===== src/rtl/edo_ctrl.sv =====
module edo_ctrl #(
  parameter int AW        = 11,
  parameter int DW        = 4,
  parameter int T_RAC     = 5,
  parameter int T_CAC     = 2,
  parameter int T_AA      = 3,
  parameter int T_RAS     = 5,
  parameter int T_RP      = 3,
  parameter int T_CP      = 1,
  parameter int T_PC      = 2,
  parameter int T_RC      = 9,
  parameter int T_RAH     = 1,
  parameter int T_RCD     = 2,
  parameter int T_CAS     = 1,
  parameter int T_ROW_MAX = 64
) (
  input  logic          clk,
  input  logic          rst_n,
  input  logic          req_valid,
  output logic          req_ready,
  input  logic          req_write,
  input  logic [AW-1:0] req_row,
  input  logic [AW-1:0] req_col,
  input  logic [DW-1:0] req_wdata,
  output logic          rd_valid,
  output logic [DW-1:0] rd_data,
  input  logic          gnt_req,
  output logic          gnt_ack,
  output logic          dram_ras_n,
  output logic          dram_cas_n,
  output logic          dram_we_n,
  output logic          dram_oe_n,
  output logic [AW-1:0] dram_addr,
  output logic [DW-1:0] dram_dq_o,
  output logic          dram_dq_oe,
  input  logic [DW-1:0] dram_dq_i
);

  localparam int CNW = $clog2(T_ROW_MAX + T_RC + T_RAC + T_AA + 4) + 1;
  localparam logic [CNW-1:0] SAT   = '1;
  localparam logic [CNW-1:0] ONE   = CNW'(1);
  localparam logic [CNW-1:0] C_RAC = CNW'(T_RAC);
  localparam logic [CNW-1:0] C_CAC = CNW'(T_CAC);
  localparam logic [CNW-1:0] C_AA  = CNW'(T_AA);
  localparam logic [CNW-1:0] C_RAS = CNW'(T_RAS);
  localparam logic [CNW-1:0] C_RP  = CNW'(T_RP);
  localparam logic [CNW-1:0] C_CP  = CNW'(T_CP);
  localparam logic [CNW-1:0] C_PC  = CNW'(T_PC);
  localparam logic [CNW-1:0] C_RC  = CNW'(T_RC);
  localparam logic [CNW-1:0] C_RAH = CNW'(T_RAH);
  localparam logic [CNW-1:0] C_RCD = CNW'(T_RCD);
  localparam logic [CNW-1:0] C_CAS = CNW'(T_CAS);
  localparam logic [CNW-1:0] C_MAX = CNW'(T_ROW_MAX);

  typedef enum logic [2:0] {S_IDLE, S_GNT, S_ROW, S_COL, S_CAS, S_OPEN} st_t;

  st_t           st;
  logic [AW-1:0] open_row, col_q;
  logic          wr_q;
  logic [CNW-1:0] ras_el, pre_el, cas_el, cp_el, col_el;

  function automatic logic [CNW-1:0] inc(input logic [CNW-1:0] v);
    return (v == SAT) ? v : v + ONE;
  endfunction

  wire row_hit   = (req_row == open_row);
  wire row_old   = (ras_el >= C_MAX);
  wire can_close = (ras_el >= C_RAS);
  wire can_open  = (pre_el >= C_RP) && (ras_el >= C_RC);
  wire cas_go    = (ras_el >= C_RCD) && (cp_el >= C_CP) && (cas_el >= C_PC);
  wire rd_ok     = (ras_el >= C_RAC) && (cas_el >= C_CAC) && (col_el >= C_AA) && (cas_el >= C_CAS);
  wire col_done  = wr_q ? (cas_el >= C_CAS) : rd_ok;
  wire want_close = gnt_req || row_old || (req_valid && !row_hit);

  assign req_ready = !gnt_req &&
                     ((st == S_IDLE && can_open) || (st == S_OPEN && row_hit && !row_old));
  wire accept = req_valid && req_ready;

  always_ff @(posedge clk or negedge rst_n) begin
    if (!rst_n) begin
      st         <= S_IDLE;
      dram_ras_n <= 1'b1;
      dram_cas_n <= 1'b1;
      dram_we_n  <= 1'b1;
      dram_oe_n  <= 1'b1;
      dram_addr  <= '0;
      dram_dq_o  <= '0;
      dram_dq_oe <= 1'b0;
      rd_valid   <= 1'b0;
      rd_data    <= '0;
      gnt_ack    <= 1'b0;
      open_row   <= '0;
      col_q      <= '0;
      wr_q       <= 1'b0;
      ras_el     <= SAT;
      pre_el     <= SAT;
      cas_el     <= SAT;
      cp_el      <= SAT;
      col_el     <= SAT;
    end else begin
      rd_valid <= 1'b0;
      ras_el   <= inc(ras_el);
      pre_el   <= inc(pre_el);
      cas_el   <= inc(cas_el);
      cp_el    <= inc(cp_el);
      col_el   <= inc(col_el);
      case (st)
        S_IDLE: begin
          if (gnt_req && pre_el >= C_RP) begin
            gnt_ack <= 1'b1;
            st      <= S_GNT;
          end else if (accept) begin
            dram_ras_n <= 1'b0;
            dram_addr  <= req_row;
            open_row   <= req_row;
            col_q      <= req_col;
            wr_q       <= req_write;
            dram_dq_o  <= req_wdata;
            ras_el     <= ONE;
            st         <= S_ROW;
          end
        end
        S_GNT: begin
          if (!gnt_req) begin
            gnt_ack <= 1'b0;
            pre_el  <= ONE;
            st      <= S_IDLE;
          end
        end
        S_ROW: begin
          if (ras_el >= C_RAH) begin
            dram_addr  <= col_q;
            dram_we_n  <= !wr_q;
            dram_oe_n  <= wr_q;
            dram_dq_oe <= wr_q;
            col_el     <= ONE;
            st         <= S_COL;
          end
        end
        S_COL: begin
          if (cas_go) begin
            dram_cas_n <= 1'b0;
            cas_el     <= ONE;
            st         <= S_CAS;
          end
        end
        S_CAS: begin
          if (col_done) begin
            dram_cas_n <= 1'b1;
            dram_we_n  <= 1'b1;
            dram_oe_n  <= 1'b1;
            dram_dq_oe <= 1'b0;
            cp_el      <= ONE;
            if (!wr_q) begin
              rd_valid <= 1'b1;
              rd_data  <= dram_dq_i;
            end
            st <= S_OPEN;
          end
        end
        S_OPEN: begin
          if (want_close) begin
            if (can_close) begin
              dram_ras_n <= 1'b1;
              pre_el     <= ONE;
              st         <= S_IDLE;
            end
          end else if (accept) begin
            col_q      <= req_col;
            wr_q       <= req_write;
            dram_dq_o  <= req_wdata;
            dram_addr  <= req_col;
            dram_we_n  <= !req_write;
            dram_oe_n  <= req_write;
            dram_dq_oe <= req_write;
            col_el     <= ONE;
            st         <= S_COL;
          end
        end
        default: st <= S_IDLE;
      endcase
    end
  end

endmodule


===== config.mk =====
export PLATFORM = sky130hd
export DESIGN_NAME = edo_ctrl
export DESIGN_NICKNAME = d
export VERILOG_FILES = /design/src/rtl/edo_ctrl.sv
export SDC_FILE = /design/constraint.sdc
export NUM_CORES = 1
export LEC_CHECK = 0
export CAP_MARGIN = 20
export CORE_MARGIN = 2
export CORE_UTILIZATION = 23
export DETAILED_ROUTE_END_ITERATION = 10
export HOLD_SLACK_MARGIN = 0.03
export SLEW_MARGIN = 15
export SYNTH_ARGS = -nofsm -noshare
export SYNTH_HDL_FRONTEND = slang
export SYNTH_SLANG_ARGS = --single-unit

===== constraint.sdc =====
create_clock -name clk -period 6.2 [get_ports clk]
set_clock_uncertainty 0.05 [all_clocks]
set_input_delay 0.93 -clock clk [delete_from_list [all_inputs] [get_ports clk]]
set_output_delay 0.93 -clock clk [all_outputs]
set_load 0.1 [all_outputs]

After elaboration in Yosys (flattened, before gate mapping)
Index checks and enable logic that the tools add are counted.
W data, S select, Z words.
{"block": "classes", "order_cmp": 10, "bitwise_logic": 2, "n_mux": 73, "n_addsub": 5, "n_reduce_logical": 36, "eq_ne": 25}
{"cell": "$mux W8", "count": 18}
{"cell": "$mux W11", "count": 8}
{"cell": "$add A8 B1 Y8 const B", "count": 5}
{"cell": "$eq A8 B8 Y1 const B", "count": 5}
{"cell": "$pmux W11 S3", "count": 1}
{"cell": "$ge A8 B2 Y1 const B", "count": 4}
{"cell": "$pmux W8 S2", "count": 2}
{"cell": "$mux W3", "count": 9}
{"cell": "$ge A8 B1 Y1 const B", "count": 3}
{"cell": "$mux W1", "count": 22}
{"cell": "$pmux W11 S2", "count": 1}
{"cell": "$ne A2 B2 Y1 const B", "count": 10}
{"cell": "$pmux W3 S6", "count": 1}
{"cell": "$reduce_and A3 Y1", "count": 5}
{"cell": "$logic_and A1 B1 Y1", "count": 13}
{"cell": "$mux W4", "count": 3}
{"cell": "$eq A11 B11 Y1", "count": 1}
{"cell": "$reduce_and A5 Y1", "count": 2}
{"cell": "$pmux W1 S3", "count": 3}
{"cell": "$ge A8 B3 Y1 const B", "count": 1}
{"cell": "$ge A8 B4 Y1 const B", "count": 1}
{"cell": "$ge A8 B7 Y1 const B", "count": 1}
{"cell": "$pmux W1 S2", "count": 4}
{"cell": "$pmux W4 S2", "count": 1}
{"cell": "other kinds (14)", "count": 27}
{"block": "word_totals", "output_inout_bits": 27, "input_bits": 35, "register_bits": 92, "word_cells": 170}

Logic depth before layout (Yosys ltp)
Gate-level depths: netlist (run 1).
{"block": "depth", "ltp_word": 9, "ltp_mapped": 10, "depth_no_buf": 8}

Worst setup path after synthesis (run 1)
Ideal clock, no wire load.
{"block": "synth_timing", "kind": "input to output", "start": "in req_row[9]", "end": "out req_ready", "required_ns": 5.220, "path_stages": 4, "path_buffers": 0, "arrival_ns": 3.014, "slack_ns": 2.206, "path_cell_list": "xor2_1 > nor4_1 > nand3_1 > o21bai_1"}
{"block": "synth_via", "elab_chain_cells": 5}
{"item": "start, declared", "line": "22", "source": "input logic [AW-1:0] req_row,"}
{"item": "$eq A11 B11 Y1", "line": "66", "source": "wire row_hit = (req_row == open_row);"}
{"item": "$logic_and A1 B1 Y1 (2 in series)", "line": "76", "source": "((st == S_IDLE && can_open) || (st == S_OPEN && row_hit && !row_old));"}
{"item": "$logic_or A1 B1 Y1", "line": "76"}
{"item": "$logic_and A1 B1 Y1", "line": "75", "source": "assign req_ready = !gnt_req &&"}
{"item": "end, declared", "line": "20", "source": "output logic req_ready,"}
No other way between the ends.

Worst setup path after layout (run 1)
Same ends and word-level chain as after synthesis.

==> metrics.md, run 1 <==
| Metric | Value |
|---|---|
| Register area | 2360 um2 |
| Synth area leader | dfrtp_1 |
| Worst slew pin tran | 1.02 ns |
| Core area | 21600 um2 |
| Most frequent cell after synthesis | nand2_1 |
| Synthesis-to-finish area growth | 23.1% |
| Min Clock Period, post-route | 4.71 ns |
| CTS HTree Levels | 3 |
| DR DRC count | 0 |
| Critical path's top delay family | buffers and inverters |
| Placed cell count | 824 |
| Register share of total power | 33.2% |
| DP Wirelength | 8570 um |
| Port bufs | 61 |
| Non-Filler Instances | 840 |
| Yosys cell types | 57 |
| Leakage | 2.57 nW |
| Internal Pwr Total | 0.00195 W |
| Max Cap Violations | 0 |
| Worst rel slew slack | 32.0% |
| Clock power frac | 13.7% |
| Period utilisation layout | 76.0% |
| Vias in the first global route | 3596 |
| Crit path launch type | primary input |
| Crit. End Element | output port |
| Mapped Nets | 548 |
| Share of the synthesized area in the top cell type | 23.9% |
| Largest net degree at the start of global routing | 56 |
| First-pass GRT wire length | 20100 um |
| Top cell by count, worst path | clkdlybuf4s50_1 |
| Worst Path Max Fanout | 5 |
| Total wire length | 12100 um |
| Sw Ratio | 47.8% |
| # nets final | 602 |
| Sequential share of the synthesized area | 47.0% |
| CTS tree | built |
| Wirelength per Cell | 14.4 um |
| Die width | 152 um |
| Dominant cells by area after synthesis | dfrtp_1 24%, dfstp_2 23%, nand2_1 5.1%, xor2_1 3.7%, ha_1 3.0% |
| PwrDens | 604 nW/um2 |
| Worst hold path class | register to register |
| Post-Syn Area | 5020 um2 |
| Vias per cell | 4.56 |
| Worst path bufs/invs | 2 |
| Critical-path top delay cell | clkdlybuf4s50_1 |
| Final setup fails | 0 |
| Antenna violations before repair | 0 |
| Post-Synthesis Cells | 501 |
| Post-synthesis average cell area | 10.0 um2 |
| Gr ovfl total | 0 |
| Core Rows | 54 |
| Initial Utilization | 23.2% |
| VDD IR max | 376 uV |
| Logic pwr share | 53.0% |
| Synth async-reset ratio | 100% |
| Antenna diodes | 0 |
| Multi-input gate area | 2520 um2 |
| Status | completed |
| Top FF cell, synth | dfrtp_1 |
| RSZ-0062 raised after global routing | no |
| Worst Path Required | 5.22 ns |
| Largest stage delay on the critical path | 1.17 ns |
| Commonest cells in the netlist | 68 x nand2_1, 48 x dfrtp_1, 44 x dfstp_2 |
| Io pins | 62 |
| Critical path class | primary input to output port |
| Post-synthesis sequential element count | 92 |
| Final Hold Vio Count | 0 |
| CTS Root Cell | clkbuf_16 |
| Post_cts resized | 0 |
| Clk Latency, worst-skew pair | 0.34 ns |
| Cts bufs inserted | 9 |
| Yosys warns | 0 |
| Post CTS Setup Buffer Count | 0 |
| Initial drt markers | 252 |
| Total negative setup slack | 0 ns |
| Gpl congestion | 0.755 |
| Placement Cell Area | 5910 um2 |
| Post-route ant nets | 0 |
| Total track usage | 11.3% |
| Sink Count | 92 |
| # hold bufs at CTS | 0 |
| Post-synth EDFFs | 0 |
| Filler instances | 2296 |
| Share of layout cells above drive strength 1 | 17.1% |
| DRT Pass-1 Iters | 4 |
| CP cell instances | clkdlybuf4s50_1 > xor2_1 > nor4_1 > nand3_1 > o21bai_1 > clkdlybuf4s50_1 |
| Clock Tree Buf Depth | 2 |
| Final Max Slew Viols | 0 |
| CP arrival | 3.73 ns |
| Fin area | 6180 um2 |
| Die area | 23000 um2 |
| Clock transition at the registers of the reported paths | 0.07 ns |
| Max Freq | 212 MHz |
| Die height | 152 um |
| Sw Pwr | 0.00179 W |
| Vias | 3833 |
[registers in the layout, indices dropped and copies added, names as in the netlist]
signal / cells
dram_dq_oe: 1
dram_we_n: 1
dram_addr: 11
st: 3
dram_dq_o: 4
open_row: 11
col_q: 11
gnt_ack: 1
rd_data: 4
wr_q: 1
pre_el: 8
cas_el: 8
cp_el: 8
rd_valid: 1
dram_oe_n: 1
dram_ras_n: 1
col_el: 8
dram_cas_n: 1
ras_el: 8
[through the flow]
step           total power (W)  utilization (%)  setup slack, ns  hold slack, ns
6_report               0.00373             28.6             1.49           0.441
5_1_grt                0.00401             28.6             1.36           0.459
4_1_cts                0.00378             28.6             1.45           0.448
3_5_place_dp           0.00325             27.3             1.47           0.433
3_3_place_gp           0.00322             27.3             1.42           0.427
2_1_floorplan          0.00276                -             2.21           0.415
[cell usage in the layout (no fill, tap or decap), types with 8 or more instances in the layout]
| cell type | count |
|---|---|
| a21oi_1 | 15 |
| and3_1 | 15 |
| clkbuf_16 | 9 |
| clkdlybuf4s50_1 | 60 |
| dfrtp_1 | 48 |
| dfstp_2 | 44 |
| ha_1 | 12 |
| inv_1 | 10 |
| mux2_1 | 13 |
| mux2_2 | 10 |
| mux2_4 | 10 |
| nand2_1 | 68 |
| nand3_1 | 17 |
| nand4_1 | 8 |
| nor2_1 | 39 |
| nor2b_1 | 13 |
| nor3_1 | 23 |
| o21ai_0 | 17 |
| o22ai_1 | 12 |
| o311a_1 | 11 |
| xnor2_1 | 8 |
| xor2_1 | 21 |
[cells by family after synthesis]
group	synth area share, %
compound gates	11.3
xor+xnor	5.06
fa+ha+maj	2.99
buf+inv	2.82
flops	47.0
mux	8.95
simple gates	21.9
[path summary, 6_finish.rpt]
| check | from | to | slack (ns) | cells after the start |
|---|---|---|---|---|
| worst max-delay path | req_row[9] | req_ready | 1.49 | 6 |
| worst min-delay path | dram_dq_o[3]$_DFFE_PN0P_ | dram_dq_o[3]$_DFFE_PN0P_ | 0.44 | 1 |
| worst max register to register | ras_el[1]$_DFF_PN1_ | col_q[3]$_DFFE_PN0P_ | 3.19 | 8 |
| worst min register to register | dram_dq_o[3]$_DFFE_PN0P_ | dram_dq_o[3]$_DFFE_PN0P_ | 0.44 | 1 |
| max in group asynchronous | rst_n | cp_el[3]$_DFF_PN1_ | 4.54 | 2 |
| min in group asynchronous | rst_n | open_row[3]$_DFFE_PN0P_ | 0.55 | 1 |
[per-layer routing]
layer / GRT usage [%] / wire (um) / up-vias / part of all wire (%)
met3: 1.59 / 422 / 9 / 3.5
met4: 4.44 / 201 / 0 / 1.7
met5: 0 / 0 / - / 0
li1: - / - / 1890 / -
met2: 15.8 / 5270 / 66 / 43
met1: 17.4 / 6220 / 1868 / 51
[area by class of cell]
class | instances | share of cell area [%]
multi-input combinational | 376 | 40.8
sequential | 92 | 38.2
timing repair buffer | 66 | 10.4
tap | 280 | 5.67
clock buffer | 10 | 3.71
clock inverter | 6 | 0.648
inverter | 10 | 0.608
[power groups by stage]
stage | Combinational (W) | Sequential (W) | Clock, W
finish | 0.00198 | 0.00124 | 0.000513
global route | 0.00217 | 0.00129 | 0.000556
CTS | 0.00200 | 0.00124 | 0.000531
detailed placement | 0.00200 | 0.00125 | 0
global placement | 0.00197 | 0.00124 | 0
floorplan | 0.000996 | 0.00176 | 0
No activity file was read; power rests on OpenSTA's default activity.
==> inputs of run 2 (changes only) <==
==> constraint.sdc (replaced) <==
create_clock -name clk -period 4.1 [get_ports clk]
set_clock_uncertainty 0.05 [all_clocks]
set_input_delay 0.615 -clock clk [delete_from_list [all_inputs] [get_ports clk]]
set_output_delay 0.615 -clock clk [all_outputs]
set_load 0.1 [all_outputs]
==> metrics.md, run 2 (synthesis gave the netlist of run 1 again) <==
| Metric | Value |
|---|---|
| Worst rel slew slack | 29.6% |
| # hold bufs at CTS | 0 |
| R2R Path End | col_q[0]$_DFFE_PN0P_ |
| Worst Path Max Fanout | 5 |
| Clk Latency, worst-skew pair | 0.35 ns |
| First-pass GRT wire length | 19200 um |
| Clock transition at the registers of the reported paths | 0.07 ns |
| Sink Count | 92 |
| Die area | 23000 um2 |
| Worst slew pin tran | 1.05 ns |
| Synthesis-to-finish area growth | 23.7% |
| Clock Tree Buf Depth | 2 |
| Commonest cells after routing, fill and taps aside | 68 x nand2_1, 59 x clkdlybuf4s50_1, 48 x dfrtp_1 |
| Antenna violations before repair | 0 |
| Die height | 152 um |
| Die width | 152 um |
| Post_cts resized | 0 |
| FF-to-FF path depth | 8 |
| Vias in the first global route | 3567 |
| RSZ-0062 raised after global routing | no |
| Min Clock Period, post-route | 3.23 ns |
| Largest registers | col_q (11), dram_addr (11), open_row (11) |
| Largest net degree at the start of global routing | 74 |
| Gr ovfl total | 0 |
| CTS Root Cell | clkbuf_16 |
| Placement Cell Area | 5930 um2 |
| Final setup fails | 0 |
| Max Cap Violations | 0 |
| DRT Pass-1 Iters | 5 |
| Crit. End Element | output port |
| Total track usage | 10.8% |
| Reg2Reg Setup Slack | 1.02 ns |
| Initial Utilization | 23.2% |
| DP Wirelength | 8350 um |
| Share of layout cells above drive strength 1 | 17.5% |
| Commonest non-fill, non-tap cell in the layout | nand2_1 |
| Leakage | 2.60 nW |
| Initial drt markers | 226 |
| Cts bufs inserted | 9 |
| Worst hold path class | primary input to asynchronous set/reset pin |
| Final Max Slew Viols | 0 |
| Worst Path Required | 3.43 ns |
| Gpl congestion | 0.787 |
| PwrDens | 914 nW/um2 |
| Vias per cell | 4.56 |
| CTS tree | built |
| Port bufs | 61 |
| VDD IR max | 502 uV |
| Filler instances | 2288 |
| Status | completed |
| Wirelength per Cell | 14.3 um |
| Antenna diodes | 0 |
| CP arrival | 2.56 ns |
| Total wire length | 12000 um |
| Crit path launch type | primary input |
| Core area | 21600 um2 |
| Post CTS Setup Buffer Count | 0 |
| Period utilisation layout | 78.8% |
| R2R Path Start | ras_el[1]$_DFF_PN1_ |
| CTS HTree Levels | 3 |
| Tightest hold margin | 0.347 ns |
| Final Hold Vio Count | 0 |
| Total negative setup slack | 0 ns |
| # nets final | 603 |
| Fin area | 6210 um2 |
| Critical path class | primary input to output port |
| Io pins | 62 |
| Max Freq | 310 MHz |
| Post-route ant nets | 0 |
| DR DRC count | 0 |
| Vias | 3838 |
| Core Rows | 54 |
==> run 2: cell types whose count changed in the layout (fill, tap and decap cells not counted), sizes merged <==
cell,delta
clkdlybuf4s50,-1
buf,+2
clkbuf,+2
clkinvlp,-3
clkinv,+1
==> run 2: final cells by class <==
class	instances	area [um2]	area share, %
clock buffer	12	246	3.97
sequential	92	2360	38.0
clock inverter	4	35.0	0.564
inverter	10	37.5	0.605
tap	280	350	5.64
multi-input combinational	376	2520	40.6
timing repair buffer	67	663	10.7
==> run 2: per-stage QoR <==
step                utilization (%)  cells  power, W  setup WS, ns
floorplan                         -    501   0.00417         0.736
global placement               27.4    825   0.00487         0.779
detailed placement             27.4    825   0.00490         0.789
CTS                            28.7    841   0.00573         0.853
global route                   28.7    841   0.00604         0.789
finish                         28.7    841   0.00568         0.871
==> run 2: worst max-delay path by stage <==
| stage | from | endpoint |
|---|---|---|
| floorplan | req_row[9] | req_ready |
| global placement | req_row[3] | st[0]$_DFFE_PN0P_ |
| detailed placement | req_row[9] | st[0]$_DFFE_PN0P_ |
| CTS | req_row[9] | req_ready |
| global route | req_row[3] | req_ready |
| finish | req_row[9] | req_ready |
==> run 2: critical path: stages <==
cell and delay [ns]:
clkdlybuf4s50_1 0.50, xor2_1 0.18, nor4_1 0.34, nand3_1 0.32, o21bai_1 0.39, buf_12 0.22
==> run 2: power by group <==
group          total [W]  switching (W)  leakage (nW)  internal [W]
Sequential       0.00189       0.000421          1.04       0.00147
Combinational    0.00299        0.00192          1.42       0.00107
Clock           0.000794       0.000361         0.137      0.000434
Total            0.00568        0.00270          2.60       0.00298
==> run 2: routing by layer <==
layer	track usage, %	share of wire, %	up-vias
met1	15.6	52	1844
met3	1.74	3.7	17
li1	-	-	1899
met5	0	0	-
met4	5.05	2.1	0
met2	15.5	42	78
